`src/rtl/cdt_pkg.sv`:
```
// Package: shared constants for the prescaled countdown timer.
// Assumes a byte-wide register port with a 2-bit address.
package cdt_pkg;
    localparam int ADDR_W    = 2;
    localparam int DATA_W    = 8;
    // Control byte bit positions.
    localparam int BIT_RUN   = 0;
    localparam int BIT_LOAD  = 1;
    localparam int BIT_SEL   = 2;
    localparam int BIT_FLAG  = 3;
    // Address map.
    localparam logic [ADDR_W-1:0] ADR_CTRL      = 2'd0;
    localparam int                ADR_LANE_BASE = 1;
endpackage

```
`src/rtl/cdt_prescaler.sv`:
```
// Module: cdt_prescaler
// Makes a single-cycle tick enable every DIV_SLOW or DIV_FAST clocks,
// chosen by sel. It advances only while run is high, and restart puts
// the phase back to zero. Assumes DIV_SLOW >= DIV_FAST >= 2.
module cdt_prescaler #(
    parameter int DIV_SLOW = 16,
    parameter int DIV_FAST = 2
) (
    input  logic clk,
    input  logic rst_n,
    input  logic run,
    input  logic restart,
    input  logic sel,
    output logic tick
);
    localparam int PW = (DIV_SLOW > 1) ? $clog2(DIV_SLOW) : 1;
    localparam logic [PW-1:0] LIM_SLOW = PW'(DIV_SLOW - 1);
    localparam logic [PW-1:0] LIM_FAST = PW'(DIV_FAST - 1);

    logic [PW-1:0] phase;
    logic [PW-1:0] limit;

    // Pick the terminal phase for the selected ratio.
    always_comb limit = sel ? LIM_FAST : LIM_SLOW;

    // Tick on the terminal phase while running and not restarting.
    always_comb tick = run && !restart && (phase >= limit);

    // Advance the phase counter, wrapping at the limit.
    always_ff @(posedge clk) begin
        if (!rst_n || restart)
            phase <= '0;
        else if (run)
            phase <= (phase >= limit) ? '0 : phase + 1'b1;
    end
endmodule

```
`src/rtl/cdt_count_core.sv`:
```
// Module: cdt_count_core
// Holds the down-counter. A load copies the reload value and wins over
// a tick. A tick decrements a non-zero count, and zero saturates.
// hit_zero pulses when a tick moves the count from one to zero.
module cdt_count_core #(
    parameter int CNT_W = 16
) (
    input  logic             clk,
    input  logic             rst_n,
    input  logic             load,
    input  logic             tick,
    input  logic [CNT_W-1:0] reload,
    output logic [CNT_W-1:0] count,
    output logic             hit_zero
);
    localparam logic [CNT_W-1:0] ONE = CNT_W'(1);

    // Flag the step from one to zero.
    always_comb hit_zero = tick && !load && (count == ONE);

    // Update the count: load first, then a saturating decrement.
    always_ff @(posedge clk) begin
        if (!rst_n)
            count <= '0;
        else if (load)
            count <= reload;
        else if (tick && (count != '0))
            count <= count - ONE;
    end
endmodule

```
`src/rtl/cdt_ctrl_regs.sv`:
```
// Module: cdt_ctrl_regs
// Decodes register writes. Keeps run, clock select, pending load,
// the timeout flag and the byte lanes of the reload value. Assumes
// CNT_W is a whole multiple of DATA_W.
module cdt_ctrl_regs
    import cdt_pkg::*;
#(
    parameter int CNT_W = 16
) (
    input  logic              clk,
    input  logic              rst_n,
    input  logic              wr_en,
    input  logic [ADDR_W-1:0] addr,
    input  logic [DATA_W-1:0] wdata,
    input  logic              hit_zero,
    output logic              run_q,
    output logic              sel_q,
    output logic              load_pend,
    output logic              flag_q,
    output logic              start,
    output logic [CNT_W-1:0]  reload
);
    localparam int LANES = CNT_W / DATA_W;

    logic ctrl_wr;
    logic [DATA_W-1:0] lane_q [LANES];

    // Decode a control write and a start from stopped.
    always_comb begin
        ctrl_wr = wr_en && (addr == ADR_CTRL);
        start   = ctrl_wr && wdata[BIT_RUN] && !run_q;
    end

    // Run bit follows each control write.
    always_ff @(posedge clk) begin
        if (!rst_n)
            run_q <= 1'b0;
        else if (ctrl_wr)
            run_q <= wdata[BIT_RUN];
    end

    // Clock select is taken only when not staying in the running state.
    always_ff @(posedge clk) begin
        if (!rst_n)
            sel_q <= 1'b0;
        else if (ctrl_wr && !(run_q && wdata[BIT_RUN]))
            sel_q <= wdata[BIT_SEL];
    end

    // Load request lasts one cycle, which is when the counter loads.
    always_ff @(posedge clk) begin
        if (!rst_n)
            load_pend <= 1'b0;
        else
            load_pend <= ctrl_wr && wdata[BIT_LOAD];
    end

    // Timeout flag: set at zero, cleared by write-one or by stop.
    always_ff @(posedge clk) begin
        if (!rst_n)
            flag_q <= 1'b0;
        else if (hit_zero)
            flag_q <= 1'b1;
        else if (ctrl_wr && (wdata[BIT_FLAG] || !wdata[BIT_RUN]))
            flag_q <= 1'b0;
    end

    for (genvar i = 0; i < LANES; i++) begin : g_lane
        // Store one byte of the reload value.
        always_ff @(posedge clk) begin
            if (!rst_n)
                lane_q[i] <= '0;
            else if (wr_en && (addr == ADDR_W'(ADR_LANE_BASE + i)))
                lane_q[i] <= wdata;
        end
        assign reload[i*DATA_W +: DATA_W] = lane_q[i];
    end
endmodule

```
`src/rtl/cdtimer_top.sv`:
```
// Module: cdtimer_top
// Prescaled 16-bit countdown timer with a byte register port.
// Assumes one system clock domain and a synchronous active-low reset.
// Reads are combinational from addr.
module cdtimer_top
    import cdt_pkg::*;
#(
    parameter int CNT_W    = 16,
    parameter int DIV_SLOW = 16,
    parameter int DIV_FAST = 2
) (
    input  logic                  clk,
    input  logic                  rst_n,
    input  logic                  wr_en,
    input  logic [ADDR_W-1:0]     addr,
    input  logic [DATA_W-1:0]     wdata,
    output logic [DATA_W-1:0]     rdata,
    output logic                  timeout
);
    localparam int LANES = CNT_W / DATA_W;

    logic             run_q;
    logic             sel_q;
    logic             load_pend;
    logic             flag_q;
    logic             start;
    logic             tick;
    logic             hit_zero;
    logic [CNT_W-1:0] reload;
    logic [CNT_W-1:0] cnt;

    cdt_ctrl_regs #(.CNT_W(CNT_W)) u_regs (
        .clk(clk), .rst_n(rst_n), .wr_en(wr_en), .addr(addr),
        .wdata(wdata), .hit_zero(hit_zero), .run_q(run_q),
        .sel_q(sel_q), .load_pend(load_pend), .flag_q(flag_q),
        .start(start), .reload(reload)
    );

    cdt_prescaler #(.DIV_SLOW(DIV_SLOW), .DIV_FAST(DIV_FAST)) u_pre (
        .clk(clk), .rst_n(rst_n), .run(run_q), .restart(start),
        .sel(sel_q), .tick(tick)
    );

    cdt_count_core #(.CNT_W(CNT_W)) u_core (
        .clk(clk), .rst_n(rst_n), .load(load_pend), .tick(tick),
        .reload(reload), .count(cnt), .hit_zero(hit_zero)
    );

    // Drive the flag output.
    assign timeout = flag_q;

    // Read mux: control byte or one lane of the live count.
    always_comb begin
        rdata = '0;
        if (addr == ADR_CTRL) begin
            rdata[BIT_RUN]  = run_q;
            rdata[BIT_LOAD] = load_pend;
            rdata[BIT_SEL]  = sel_q;
            rdata[BIT_FLAG] = flag_q;
        end
        for (int i = 0; i < LANES; i++) begin
            if (addr == ADDR_W'(ADR_LANE_BASE + i))
                rdata = cnt[i*DATA_W +: DATA_W];
        end
    end
endmodule

```
`config.mk`:
```
export PLATFORM = sky130hd
export DESIGN_NAME = cdtimer_top
export DESIGN_NICKNAME = d
export VERILOG_FILES = /design/src/rtl/cdt_pkg.sv /design/src/rtl/cdt_prescaler.sv /design/src/rtl/cdt_count_core.sv /design/src/rtl/cdt_ctrl_regs.sv /design/src/rtl/cdtimer_top.sv
export SDC_FILE = /design/constraint.sdc
export NUM_CORES = 1
export LEC_CHECK = 0
export CORE_MARGIN = 1.5
export CORE_UTILIZATION = 40
export DETAILED_ROUTE_END_ITERATION = 6
export PLACE_DENSITY = 0.56
export SYNTH_ARGS = -nofsm -noshare
export SYNTH_HDL_FRONTEND = slang
export SYNTH_HIERARCHICAL = 1
export SYNTH_SLANG_ARGS = --single-unit
```
`constraint.sdc`:
```
create_clock -name clk -period 8.4 [get_ports clk]
set_input_delay 2.52 -clock clk [delete_from_list [all_inputs] [get_ports clk]]
set_output_delay 2.52 -clock clk [all_outputs]
set_load 0.02 [all_outputs]
```
==> impl_metrics.toml <==
[grt]
grt_max_degree = 30
grt_pass1_vias = 1641
antenna_found_initial = 0
grt_pass1_wl_um = 8290
grt.total_usage = 0.175
globalRouteOverflowTotal = 0

[placed_design]
dpl.hpwl_um = 3560
dp.cells = 310
gp_congestion = 0.807
portBuffers = 21

[setup_path]
worstPathArrival_ns = 4.53
critPathMaxFanout = 11
worstPathRequired_ns = 5.88
critPathMaxStageDelay_ns = 0.65
path_cells = "clkdlybuf4s50_1 > nor2b_1 > o2bb2ai_1 > clkdlybuf4s50_1"
slowest_stage = "clkdlybuf4s50_1"
critPathCaptureType = "output port"
crit_path_start_kind = "primary input"
path_class = "primary input to output port"
crit_top_cell = "clkdlybuf4s50_1"

[clock_network]
clock_path_buffers = 2
cts_sinks = 40
post_cts_buffers = 0
insertion_delay_ns = 0.29
clk_pin_slew_ns = 0.08
cts.htree.levels = 2
cts_tree = "done"
cts_resized = 0
cts_root_buf = "clkbuf_8"
cts_made_buffers = 5
postCtsHoldBufs = 0

[logic_synthesis]
synth_edf_count = 16
ys_async_sr_fraction = 0
ys.flop_type = "dfxtp_1"
syn_nets = 246
avgSynthCellArea_sq_um = 9.91
synthCells = 227
ys_ff_latch = 40
ys_seq_area_frac = 0.427
yosysWarnings = 6
ys_types = 58
syn-cell-area_sq_um = 2250

[floorplan]
die_area_sq_um = 6080
rows = 27
core_sq_um = 5470
start_util = 0.411
ios = 22
die_w_um = 78.0
dieHeight_um = 78.0

[route]
ant_nets = 0
vias = 1798
drt_iter0_markers = 134
detail_route.wl_per_cell_um = 15.7
drt_wl_total_um = 5010
route.detailed.drc = 0
dr.pass1.iters = 5
via_per_inst = 5.65

[timing]
finalCritPeriodShare = 0.840
tightest_slew_ns = 1.14
timing.fmax_mhz = 142
final_hold_viol_count = 0
period_needed_ns = 7.05
slew_headroom = 0.233
slew_viol_final = 0
skew_ns = 0.00707
setup_viol = 0
rsz0062_at_grt = "false"
setup_tns_ns = 0

[finish]
drive_gt1_frac = 0.106
syn_to_final_growth_pct = 15.8
fillers = 529
n_antenna_cell = 0
finalNonFillerCells = 318
layout.nets = 264

[power_and_ir_drop]
leakagePower_nw = 0.972
worst_ir_drop_vdd_mv = 0.0887
p_total_w = 0.000407
power_density_nw_per_um2 = 156

[hold_path]
hold_path.class = "flop to flop"

[run_status]
status = "completed"

[flow_run]
maxCapViolations = 0
[cell usage after synthesis (all sizes together) (2+ instances only)]
cell type  count  share of area
dfxtp         24           0.21
o21ai         18          0.042
and2          16          0.044
edfxtp        16           0.21
nand2         13          0.022
a21oi         10          0.024
or4            9          0.031
buf            7          0.017
mux2i          7          0.031
nand2b         7          0.019
ha             6          0.033
inv            6          0.010
a31oi          5          0.014
nor2           5         0.0083
nor3           5          0.011
nor4           5          0.014
a211oi         4          0.021
a22o           4          0.016
nor2b          4          0.011
nor3b          4          0.016
o2bb2ai        4          0.016
or3            4          0.012
or3b           4          0.016
clkbuf         3         0.0056
nand4          3         0.0083
o211a          3          0.013
o31ai          3          0.010
or4b           3          0.013
xnor2          3          0.012
and2b          2         0.0067
and4           2         0.0078
nand3          2         0.0044
o41ai          2         0.0078
[state kept, by name, summed over array words and instances (netlist names)]
| name | count |
|---|---|
| u_core/count | 16 |
| u_regs/lane_q | 16 |
| u_pre/phase | 4 |
| u_regs/flag_q | 1 |
| u_regs/load_pend | 1 |
| u_regs/run_q | 1 |
| u_regs/sel_q | 1 |
[cell usage in the layout (no fill, tap or decap), types with 2 or more instances in the layout]
master	Yosys	routed
nand2_1	13	13
clkbuf_8	0	5
clkinv_1	0	2
and2_1	16	16
o211a_1	3	3
nor4_1	5	5
or4_1	7	7
or4b_2	3	3
or3b_2	3	3
o41ai_1	2	2
o21ai_0	15	15
o21ai_1	2	2
or4_2	2	2
and2b_1	2	2
a22o_1	4	4
ha_1	6	6
nand3_1	2	2
dfxtp_1	24	24
nor2_1	5	5
nor3_1	5	5
nand2b_1	7	7
or3_1	3	3
a31oi_1	5	5
nand4_1	3	3
clkdlybuf4s50_1	0	21
and4_1	2	2
a211oi_1	2	2
nor2b_1	4	4
o2bb2ai_1	4	4
xnor2_1	3	3
mux2i_1	7	7
a21oi_1	9	9
o31ai_1	3	3
inv_1	6	6
edfxtp_1	16	16
nor3b_1	3	3
[metrics by stage]
stage | util | setup WS (ns) | hold WS [ns] | cell area (sq um)
2_1_floorplan | - | 2.72 | 0.463 | 2250
3_3_place_gp | 0.457 | 1.35 | 0.489 | 2500
3_5_place_dp | 0.457 | 1.34 | 0.487 | 2500
4_1_cts | 0.476 | 1.34 | 0.498 | 2610
5_1_grt | 0.476 | 1.21 | 0.522 | 2610
6_report | 0.476 | 1.35 | 0.499 | 2610
[path summary, 6_finish.rpt]
path,startpoint,to,slack [ns],cells past startpoint
worst min-delay path,u_regs/lane_q[0][1]$_SDFFCE_PN0P_,u_core/count[1]$_SDFFE_PN0P_,0.50,2
worst min register to register,u_regs/lane_q[0][1]$_SDFFCE_PN0P_,u_core/count[1]$_SDFFE_PN0P_,0.50,2
worst max register to register,u_regs/sel_q$_SDFFE_PN0P_,u_core/count[13]$_SDFFE_PN0P_,4.95,8
worst max-delay path,addr[0],rdata[0],1.35,4
[report_power, final]
group | switching (W) | internal, W
Combinational | 0.0000215 | 0.0000170
Sequential | 0.00000559 | 0.000210
Clock | 0.0000664 | 0.0000866
Total | 0.0000935 | 0.000313
[routing by layer]
layer / wire length (um) / track usage
met5: 0 / 0
met1: 2680 / 0.267
met2: 2100 / 0.246
met4: 63 / 0.0643
met3: 171 / 0.0282
[logic make-up (layout without fill, tap and decap cells)]
group / Yosys count / count (layout) / synth area share
buffers and inverters: 17 / 36 / 0.0362
and+or+nand+nor: 93 / 93 / 0.265
xor gates and xnor gates: 4 / 4 / 0.0156
adders and majority gates: 6 / 6 / 0.0334
AOI/OAI and AO/OA: 60 / 60 / 0.192
muxes: 7 / 7 / 0.0311
DFF: 40 / 40 / 0.427
[area by class of cell]
cell class,instances,area (sq um),area share
Sequential cell,40,961,0.369
Clock inverter,3,37.5,0.0144
Timing Repair Buffer,22,218,0.0836
Clock buffer,5,68.8,0.0264
Inverter,6,22.5,0.00865
Multi-Input combinational cell,170,1210,0.463
Tap cell,72,90.1,0.0346
[worst max-delay path: cells and delay by family]
family	cells	cell delay (ns)
buffers and inverters	2	1.28
AND/OR/NAND/NOR	1	0.55
AO/OA/AOI/OAI	1	0.18
Power figures use the tool's default switching activity.
